File: src/rtl/trl_pkg.sv
package trl_pkg;

  // Room exists when the buffer is below capacity or a slot frees this cycle.
  function automatic logic has_room(input int occ, input int depth, input logic drain_done);
    return (occ < depth) || drain_done;
  endfunction

  // Next occupancy from one grant and one drain completion.
  function automatic int occ_step(input int occ, input logic grant, input logic drain_done);
    return occ + (grant ? 1 : 0) - (drain_done ? 1 : 0);
  endfunction

endpackage

File: src/rtl/trl_sync.sv
module trl_sync #(
  parameter int STAGES = 2
) (
  input  logic clk,
  input  logic rst_n,
  input  logic d_async,
  output logic q_sync
);
  logic [STAGES-1:0] chain_q;

  always_ff @(posedge clk or negedge rst_n) begin
    if (!rst_n) chain_q <= '0;
    else        chain_q <= {chain_q[STAGES-2:0], d_async};
  end

  assign q_sync = chain_q[STAGES-1];
endmodule

File: src/rtl/trl_buffer_model.sv
module trl_buffer_model #(
  parameter int DEPTH = 16,
  parameter int DRAIN = 36,
  localparam int OCC_W = $clog2(DEPTH + 1),
  localparam int TMR_W = $clog2(DRAIN)
) (
  input  logic             clk,
  input  logic             rst_n,
  input  logic             trig,
  input  logic             block,
  output logic             grant,
  output logic             drain_done,
  output logic [OCC_W-1:0] occ
);
  logic [TMR_W-1:0] tmr_q;
  logic [OCC_W-1:0] occ_q;

  assign drain_done = (occ_q != '0) && (tmr_q == TMR_W'(DRAIN - 1));
  assign grant      = trig && !block && trl_pkg::has_room(int'(occ_q), DEPTH, drain_done);
  assign occ        = occ_q;

  always_ff @(posedge clk or negedge rst_n) begin
    if (!rst_n) begin
      occ_q <= '0;
      tmr_q <= '0;
    end else begin
      occ_q <= OCC_W'(trl_pkg::occ_step(int'(occ_q), grant, drain_done));
      if (occ_q == '0 || drain_done) tmr_q <= '0;
      else                           tmr_q <= tmr_q + 1'b1;
    end
  end
endmodule

File: src/rtl/trl_event_counter.sv
module trl_event_counter #(
  parameter int W = 32
) (
  input  logic         clk,
  input  logic         rst_n,
  input  logic         clr,
  input  logic         inc,
  output logic [W-1:0] count
);
  always_ff @(posedge clk or negedge rst_n) begin
    if (!rst_n)   count <= '0;
    else if (clr) count <= '0;
    else if (inc) count <= count + 1'b1;
  end
endmodule

File: src/rtl/trig_rate_limiter.sv
module trig_rate_limiter #(
  parameter int DEPTH = 16,
  parameter int DRAIN = 36,
  parameter int CNT_W = 32,
  localparam int OCC_W = $clog2(DEPTH + 1)
) (
  input  logic             clk,
  input  logic             rst_n,
  input  logic             trig_in,
  input  logic             throttle_async,
  input  logic             cnt_clear,
  output logic             accept_out,
  output logic [CNT_W-1:0] accept_count,
  output logic [CNT_W-1:0] veto_count
);
  logic             thr_s;
  logic             allow;
  logic             veto;
  logic             drain_done;
  logic [OCC_W-1:0] occ;

  trl_sync #(.STAGES(2)) u_sync (
    .clk(clk), .rst_n(rst_n), .d_async(throttle_async), .q_sync(thr_s)
  );

  trl_buffer_model #(.DEPTH(DEPTH), .DRAIN(DRAIN)) u_buf (
    .clk(clk), .rst_n(rst_n), .trig(trig_in), .block(thr_s),
    .grant(allow), .drain_done(drain_done), .occ(occ)
  );

  assign veto = trig_in && !allow;

  always_ff @(posedge clk or negedge rst_n) begin
    if (!rst_n) accept_out <= 1'b0;
    else        accept_out <= allow;
  end

  trl_event_counter #(.W(CNT_W)) u_acc_cnt (
    .clk(clk), .rst_n(rst_n), .clr(cnt_clear), .inc(allow), .count(accept_count)
  );

  trl_event_counter #(.W(CNT_W)) u_veto_cnt (
    .clk(clk), .rst_n(rst_n), .clr(cnt_clear), .inc(veto), .count(veto_count)
  );
endmodule

File: config.mk
export PLATFORM = sky130hd
export DESIGN_NAME = trig_rate_limiter
export DESIGN_NICKNAME = d
export VERILOG_FILES = /design/src/rtl/trl_pkg.sv /design/src/rtl/trl_sync.sv /design/src/rtl/trl_buffer_model.sv /design/src/rtl/trl_event_counter.sv /design/src/rtl/trig_rate_limiter.sv
export SDC_FILE = /design/constraint.sdc
export NUM_CORES = 1
export LEC_CHECK = 0
export BUFFER_PORTS_ARGS = -buffer_cell sky130_fd_sc_hd__buf_2
export CORE_MARGIN = 5
export CORE_UTILIZATION = 53
export DETAILED_ROUTE_END_ITERATION = 6
export PLACE_DENSITY = 0.73
export SYNTH_ARGS = -nofsm -noshare
export SYNTH_HDL_FRONTEND = slang
export SYNTH_SLANG_ARGS = --single-unit
File: constraint.sdc
create_clock -name clk -period 6.5 [get_ports clk]
set_input_delay 0 -clock clk [delete_from_list [all_inputs] [get_ports clk]]
set_output_delay 0 -clock clk [all_outputs]
set_load 0.02 [all_outputs]
After elaboration in Yosys (flattened, before gate mapping)
Cells that the tools add are included.
- register bits: 78
- input port bits: 5
- reduce and logical (&&, ||, !) cells: 12
- $lt $le $gt $ge: 1
- equal/unequal tests: 1
- add/subtract/negate cells: 5
- multiplexer cells: 7
- operator list (cell ; number):
    two-way mux 32 bit ; 4
    adder 32 x 1 -> 32 bit, second input constant ; 2
    adder 6 x 1 -> 6 bit, second input constant ; 1
    == test 6 bit, second input constant ; 1
    two-way mux 6 bit ; 1
    adder 5 bit ; 1
    logical NOT 5 bit ; 1
    < comparator 5 bit, second input constant ; 1
    nonzero test 5 bit ; 1
    subtractor 5 bit ; 1
    logical AND 1 bit ; 4
    nonzero test 2 bit ; 2
    logical NOT 1 bit ; 2
    logical OR 1 bit ; 2
    two-way mux 1 bit ; 2

Depth between registers and ports, before layout
Gate-level depths: netlist of the first run.
- depth after elaboration: 8
- gate-level depth with buffers: 14
- gate-level depth less buffers: 14

Hierarchy
Synthesis of the first run repeated with hierarchy kept, for this count alone.
- cell total of the unflattened synthesis: 422
- area, all modules: 4115.2 sq um
- modules (own cells, without submodules) (module ; area each (sq um) ; cells each ; times used):
    trl_event_counter at u_acc_cnt ; 1714.1 ; 183 ; 1
    trl_event_counter at u_veto_cnt ; 1680.4 ; 176 ; 1
    trl_buffer_model ; 631.9 ; 59 ; 1
    trl_sync ; 50.0 ; 2 ; 1
    trig_rate_limiter ; 38.8 ; 2 ; 1

Least setup slack after synthesis of the first run
Ideal clock, no wire load.
- kind: register -> register
- from: register u_buf.occ_q[3] (netlist: u_buf.occ[3])
- to: register u_buf.occ_q[4] (netlist: u_buf.occ[4])
- arrival: 2.212 ns
- period minus slack after synthesis: 2.337 ns
- path slack: 4.163 ns
- cell stages (with the launch flop): 15
- cell sequence: dfrtp_1 inv_1 ha_1 nor4b_1 nor2_1 ha_1 inv_1 ha_1 inv_1 fa_1 inv_1 a21oi_1 nor2_1 nor2_1 xnor2_1
- longest elaborated chain between the ends: 7
- RTL lines (what ; line ; text):
    start: declaration ; trl_buffer_model.sv:16 ; logic [OCC_W-1:0] occ_q;
    start signal: assignment ; trl_buffer_model.sv:27 ; occ_q <= OCC_W'(trl_pkg::occ_step(int'(occ_q), grant, drain_done));
    parallel branches: the longest is 6 deep, another holds < comparator 5 bit ; n/a ;
    subtractor 5 bit * ; trl_pkg.sv:10 ; return occ + (grant ? 1 : 0) - (drain_done ? 1 : 0);
Every way passes the cells marked *.
A chain may end at the register's enable or synchronous reset.

Worst setup path in the final report of the first run
Same ends and word-level chain as after synthesis.

==> impl_metrics.csv, run 1 <==
group,metric,value,unit
power,ir_worst_vdd,0.252,mV
drt,antenna_left,0,
power,power_leakage,2.18,nW
placed_design,finalWeightedCongestion,0.813,
timing,tns,0,ps
final_layout,antenna-diode-count,0,
final_layout,areaGrowthSynthToFinish,15.5,%
final_layout,nFillCells,686,
power,p_int,0.812,mW
synth,yosysWarnings,0,
worst_setup_path,worstPathArrival,2810,ps
die,core-area,7650,um2
drt,avgViaCountPerCell,5.54,
global_routing,grt_max_degree,79,
timing,worstMarginPinSlew,1010,ps
synth,syn_nets,459,
run,cap_viol_max_count,0,
power,powerDensity,249,nW/um2
global_routing,grt.total_usage,19.2,%
power,clock_power_share,30.7,%
die,start_util,54.1,%
drt,wl_per_cell,14.6,um
worst_setup_path,critPathMaxFanout,3,
timing,min_period_over_period,39.7,%
global_routing,grt_pass1_wl,15400,um
clocking,clkSinkCount,78,
clocking,cts.path.max_buffers,2,
synth,synth_cell_types,39,
die,rows,32,
die,ioPinCount,70,
placed_design,port_buffers,69,
clocking,cts_tree,"done",
worst_setup_path,crit_path_end_kind,"flop",
synth,synth_seq_cells,78,
power,pwr-share-comb,21.5,%
timing,skew,17.7,ps
global_routing,grt_pass1_vias,3273,
die,dieWidth,98.4,um
timing,slew_headroom,32.9,%
global_routing,gr-total-overflow,0,
final_layout,fin_area,4780,um2
worst_hold_path,hp-class,"input port to flop",
clocking,cts_buffers,9,
synth,synth_cells,444,
global_routing,antenna_found_initial,0,
placed_design,dp_hpwl,6040,um
synth,synth-seq-area-share,47.2,%
timing,finalSetupViolations,0,
clocking,htree_num_levels,3,
placed_design,dp_cells,600,
drt,totalWireLength,9010,um
run_status,status,"complete, no violations",
timing,period_minus_slack,2580,ps
power,switching_power,0.380,mW
final_layout,register_area,1950,um2
placed_design,placed_area,4560,um2
clocking,clkTransAtPathRegs,80,ps
clocking,clk_latency,360,ps
timing,rsz0062_at_grt,"no",
drt,drt_iter0_drc,168,
timing,holdWs,296,ps
final_layout,drive_gt1_share,19.4,%
clocking,cts-root-buf,"clkbuf_8",
timing,finalMaxSlewViolations,0,
synth,avgSynthCellArea,9.32,um2
die,die_h,98.4,um
final_layout,stdcell_count,618,
timing,hold_viol_final,0,
final_layout,multi_input_area,2030,um2
drt,drt_first_pass_iters,4,
clocking,ctsResizeCount,0,
power,power.share.sequential,47.8,%
timing,fmax,0.388,GHz
drt,vias,3421,
worst_setup_path,cp.required,6730,ps
worst_setup_path,path_class,"flop to flop",
die,dieArea,9680,um2
power,switching_share,31.9,%
worst_setup_path,startpoint_type,"flop",
drt,drcViolationCount,0,
synth,syn_area,4140,um2
final_layout,final_net_count,526,
final_layout,post-route-util,62.5,%
==> final timing paths <==
path | depth (start not counted) | endpoint | slack (ps) | startpoint
setup / recovery | 14 | u_buf.occ[4] | 3920 | u_buf.occ[3]
hold / removal | 2 | u_sync.chain_q[0] | 300 | throttle_async
setup reg to reg | 14 | u_buf.occ[4] | 3920 | u_buf.occ[3]
hold reg to reg | 0 | u_sync.chain_q[1] | 360 | u_sync.chain_q[0]
max in group asynchronous | 2 | u_acc_cnt.count[8] | 5500 | rst_n
min in group asynchronous | 2 | u_acc_cnt.count[15] | 340 | rst_n
==> worst max-delay path, cell delays in order, from the launching register on <==
cell	delay, ps
dfrtp_1	400
inv_1	90
ha_1	140
nor4b_1	410
nor2_1	110
ha_1	280
inv_1	60
ha_1	150
inv_1	50
fa_1	400
inv_1	70
a21oi_1	60
nor2_1	80
nor2_1	60
xnor2_1	120
==> layer usage <==
metal | wire length, um | track usage [%]
met4 | 145 | 6.93
met1 | 4060 | 25.1
met3 | 447 | 3.36
met5 | 0 | 0
met2 | 4360 | 32.1
==> flip-flops by register name (all words and copies together), names as in the netlist <==
name,cells
accept_out,1
u_acc_cnt.count,32
u_buf.occ,5
u_buf.tmr_q,6
u_sync.chain_q,2
u_veto_cnt.count,32
==> power groups by stage <==
| stage | Sequential [mW] | Clock (mW) | Combinational (mW) |
|---|---|---|---|
| 2_1_floorplan | 0.577 | 0 | 0.189 |
| 3_3_place_gp | 0.575 | 0 | 0.248 |
| 3_5_place_dp | 0.580 | 0 | 0.257 |
| 4_1_cts | 0.570 | 0.375 | 0.262 |
| 5_1_grt | 0.577 | 0.397 | 0.294 |
| 6_report | 0.570 | 0.366 | 0.256 |
==> area by class of cell <==
| type | count | area share [%] |
|---|---|---|
| clock inverters | 7 | 1.52 |
| flip-flops and latches | 78 | 40.8 |
| clock buffers | 9 | 2.59 |
| inverters | 24 | 1.88 |
| multi-input cells | 325 | 42.5 |
| repair buffers | 73 | 8.01 |
| well taps | 102 | 2.67 |
==> per-stage QoR <==
| stage | power (mW) | setup slack (ps) |
|---|---|---|
| 2_1_floorplan | 0.766 | 4160 |
| 3_3_place_gp | 0.823 | 4040 |
| 3_5_place_dp | 0.837 | 3960 |
| 4_1_cts | 1.21 | 3890 |
| 5_1_grt | 1.27 | 3720 |
| 6_report | 1.19 | 3920 |
==> cells in the mapped netlist <==
| master | count | area, um2 |
|---|---|---|
| a31o_2 | 5 | 43.8 |
| nand2b_1 | 2 | 12.5 |
| a21oi_1 | 18 | 90.1 |
| inv_1 | 24 | 90.1 |
| and4_1 | 7 | 61.3 |
| nor3b_1 | 4 | 30.0 |
| dfrtp_1 | 78 | 1950 |
| mux2_2 | 4 | 45.0 |
| nor3_1 | 11 | 55.1 |
| o41ai_1 | 1 | 8.76 |
| buf_2 | 1 | 5.00 |
| or3_1 | 12 | 75.1 |
| o21ba_2 | 1 | 10.0 |
| or4b_1 | 1 | 10.0 |
| mux2i_1 | 1 | 10.0 |
| nor4_1 | 18 | 113 |
| o21a_1 | 1 | 7.51 |
| nor4b_1 | 2 | 17.5 |
| and2_1 | 2 | 12.5 |
| xnor2_1 | 29 | 254 |
| nor2b_1 | 5 | 31.3 |
| o21ai_0 | 10 | 50.1 |
| and3_1 | 6 | 37.5 |
| a21o_1 | 2 | 15.0 |
| fa_1 | 1 | 20.0 |
| nand2_1 | 27 | 101 |
| xor2_1 | 20 | 175 |
| nor2_1 | 69 | 259 |
| nand3_1 | 24 | 120 |
| nand4_1 | 23 | 144 |
| a211oi_1 | 2 | 15.0 |
| ha_1 | 9 | 113 |
| or4_1 | 4 | 30.0 |
| a31oi_1 | 1 | 6.26 |
| buf_1 | 1 | 3.75 |
| nor3b_4 | 1 | 18.8 |
| clkbuf_1 | 15 | 56.3 |
| nand4_2 | 1 | 12.5 |
| a41oi_4 | 1 | 27.5 |
==> logic make-up after synthesis <==
| group | count (synthesis) | synth area share (%) |
|---|---|---|
| xor+xnor | 49 | 10.4 |
| compound gates | 42 | 6.62 |
| buf+inv | 41 | 3.75 |
| mux | 5 | 1.33 |
| fa+ha+maj | 10 | 3.20 |
| flops | 78 | 47.2 |
| simple gates | 219 | 27.6 |
==> timing repair <==
item	4_1_cts	5_1_grt
buffers inserted	0	0
hold endpoints to repair	79	0
hold buffers	2	0
==> placed cells by master (no fill, tap or decap), types with 2 or more instances in the layout <==
| cell type | synthesis | routed |
|---|---|---|
| clkinv_2 | 0 | 2 |
| or3_1 | 12 | 12 |
| dlygate4sd3_1 | 0 | 2 |
| xnor2_1 | 29 | 29 |
| buf_4 | 0 | 3 |
| nor3_1 | 11 | 11 |
| clkinvlp_4 | 0 | 2 |
| nor2_1 | 69 | 69 |
| nand4_1 | 23 | 23 |
| a31o_2 | 5 | 5 |
| inv_1 | 24 | 24 |
| ha_1 | 9 | 9 |
| clkbuf_8 | 0 | 9 |
| nor4b_1 | 2 | 2 |
| nor3b_1 | 4 | 4 |
| nor2b_1 | 5 | 5 |
| a21o_1 | 2 | 2 |
| nand2_1 | 27 | 27 |
| and4_1 | 7 | 7 |
| a211oi_1 | 2 | 2 |
| dfrtp_1 | 78 | 78 |
| o21ai_0 | 10 | 10 |
| mux2_2 | 4 | 4 |
| a21oi_1 | 18 | 18 |
| buf_2 | 1 | 68 |
| xor2_1 | 20 | 20 |
| nand3_1 | 24 | 24 |
| or4_1 | 4 | 4 |
| and2_1 | 2 | 2 |
| nor4_1 | 18 | 18 |
| and3_1 | 6 | 6 |
| nand2b_1 | 2 | 2 |
(Power assumes the default switching activity.)
==> inputs of run 2 (changes only) <==
--- a/config.mk
+++ b/config.mk
@@ -7,7 +7,7 @@
 export LEC_CHECK = 0
 export BUFFER_PORTS_ARGS = -buffer_cell sky130_fd_sc_hd__buf_2
 export CORE_MARGIN = 5
-export CORE_UTILIZATION = 53
+export CORE_UTILIZATION = 51
 export DETAILED_ROUTE_END_ITERATION = 6
 export PLACE_DENSITY = 0.73
 export SYNTH_ARGS = -nofsm -noshare
==> constraint.sdc (replaced) <==
create_clock -name clk -period 2.3 [get_ports clk]
set_input_delay 0 -clock clk [delete_from_list [all_inputs] [get_ports clk]]
set_output_delay 0 -clock clk [all_outputs]
set_load 0.02 [all_outputs]
==> run 2 against run 1 <==
Net effect:
- flip-flop and latch count stayed put
- critical path depth stayed put
- final cell count is 4.7% higher
- worst setup slack worse by 3900 ps
- register-to-register slack worse by 3900 ps
- sequential power grew to 2.8 times the previous value
- largest power group unchanged
- global-route usage is 0.29 points higher
- first-iteration DRC count is 2.4% lower
- non-clock buffer count is 30 higher
- total power grew to 3.0 times the previous value
- routed wire length is 5.7% higher
- critical endpoint unchanged
==> impl_metrics.csv, run 2 (same netlist as run 1, synthesis figures left out) <==
group,metric,value,unit
run_status,status,"complete, no violations",
timing,slew_headroom,50.5,%
worst_setup_path,worstPathArrival,2490,ps
clocking,cts_tree,"done",
die,ioPinCount,70,
placed_design,finalWeightedCongestion,0.805,
clocking,clk_latency,350,ps
timing,finalMaxSlewViolations,0,
global_routing,grt.total_usage,19.5,%
power,ir_worst_vdd,0.571,mV
clocking,clkTransAtPathRegs,90,ps
worst_setup_path,startpoint_type,"flop",
worst_setup_path,critical-path-max-stage-delay,400,ps
worst_setup_path,path_class,"flop to flop",
final_layout,final_net_count,556,
die,rows,32,
timing,hold_viol_final,0,
final_layout,areaGrowthSynthToFinish,22.3,%
timing,holdWs,163,ps
final_layout,drive_gt1_share,25.3,%
timing,worstMarginPinSlew,743,ps
drt,avgViaCountPerCell,5.55,
worst_hold_path,hp-class,"input port to asynchronous set/reset pin",
clocking,cts_buffers,9,
worst_setup_path,crit_path_end_kind,"flop",
global_routing,grt_pass1_vias,3500,
die,core-area,7810,um2
clocking,cts.path.max_buffers,2,
drt,antenna_left,0,
final_layout,mostFrequentLayoutCell,"dfrtp_1",
timing,rsz0062_at_grt,"yes",
timing,min_period_over_period,98.2,%
die,die_h,100,um
timing,period_minus_slack,2260,ps
drt,drcViolationCount,0,
drt,drt_iter0_drc,164,
worst_setup_path,critPathMaxFanout,2,
global_routing,grt_max_degree,42,
timing,fmax,0.443,GHz
clocking,cts-root-buf,"clkbuf_8",
drt,wl_per_cell,14.7,um
clocking,clkSinkCount,78,
worst_setup_path,cp.required,2530,ps
placed_design,dp_hpwl,6840,um
worst_setup_path,rrSetupSlack,40,ps
clocking,htree_num_levels,3,
worst_setup_path,cp_cell_sequence,"inv_2 -> ha_4 -> nor4b_4 -> nor2_1 -> ha_1 -> inv_1 -> ha_2 -> inv_2 -> fa_2 -> inv_2 -> a21oi_2 -> nor2_1 -> nor2_1 -> xnor2_1",
timing,finalSetupViolations,0,
global_routing,gr-total-overflow,0,
worst_setup_path,slowest_stage,"dfrtp_1",
drt,vias,3592,
global_routing,grt_pass1_wl,16000,um
timing,skew,14.2,ps
die,dieWidth,100,um
placed_design,port_buffers,69,
final_layout,final_cell_mix,"78 x dfrtp_1, 69 x nor2_1, 68 x buf_2",
power,power_leakage,2.33,nW
die,dieArea,10000,um2
die,start_util,53.0,%
drt,drt_first_pass_iters,6,
run,cap_viol_max_count,0,
timing,tns,0,ps
final_layout,reg.largest.list,"u_acc_cnt.count: 32 flops, u_veto_cnt.count: 32 flops, u_buf.tmr_q: 6 flops",
final_layout,antenna-diode-count,0,
global_routing,antenna_found_initial,0,
drt,totalWireLength,9510,um
power,powerDensity,715,nW/um2
-- run 2: layer usage --
metal	vias up	GRT usage (%)	wire (um)
met5	-	0	0
met4	0	7.46	170
met3	13	3.41	343
met2	66	33.3	4740
met1	1771	24.8	4260
li1	1742	-	-
-- run 2: layout make-up --
| class | instances | area, um2 |
|---|---|---|
| multi-input combinational | 325 | 2070 |
| inverter | 24 | 90.1 |
| clock buffer | 12 | 155 |
| clock inverter | 3 | 43.8 |
| sequential | 78 | 1950 |
| tap | 102 | 128 |
| fill | 676 | 2750 |
| timing repair buffer | 103 | 621 |
-- run 2: through the flow --
| step | cells | cell area (um2) | total power, mW | utilization (%) | worst slack (ps) |
|---|---|---|---|---|---|
| 5_1_grt | 647 | 5060 | 3.83 | 64.8 | -140 |
| 3_5_place_dp | 626 | 4780 | 2.49 | 61.2 | -71.0 |
| 4_1_cts | 643 | 5010 | 3.58 | 64.2 | 8.41 |
| 3_3_place_gp | 626 | 4780 | 2.44 | 61.2 | 48.9 |
| 2_1_floorplan | 444 | 4150 | 2.17 | - | 8.92 |
| 6_report | 647 | 5060 | 3.62 | 64.8 | 42.2 |
-- run 2: worst paths after layout --
path | from | endpoint | cells after the start
max reg2reg | u_buf.occ[3] | u_buf.occ[4] | 14
min | rst_n | u_acc_cnt.count[18] | 2
max | u_buf.occ[3] | u_buf.occ[4] | 14
min in group clk | cnt_clear | u_veto_cnt.count[14] | 2
min reg2reg | u_sync.chain_q[0] | u_sync.chain_q[1] | 0
max in group asynchronous | rst_n | accept_out | 3
-- run 2: report_power, final --
group          total, mW  internal [mW]  switching [mW]  leakage, nW
clock               1.05          0.556           0.497        0.102
sequential          1.61           1.49           0.113         1.06
combinational      0.959          0.461           0.498         1.17
-- run 2: worst max-delay path, delay by kind of cell, from the launching register on --
kind                     cells  cell delay, ps
AO/OA/AOI/OAI                1              50
AND/OR/NAND/NOR              4             420
buffers and inverters        4             240
flip-flops                   1             400
XOR/XNOR                     1             110
adder cells (fa/ha/maj)      4             910
-- run 2: what timing repair did --
item                       4_1_cts  5_1_grt
resized for setup                5        6
pin swaps                        0        2
hold buffers                     2        0
hold endpoints to repair        38        0
buffers inserted                 0        4
setup endpoints to repair        1        5
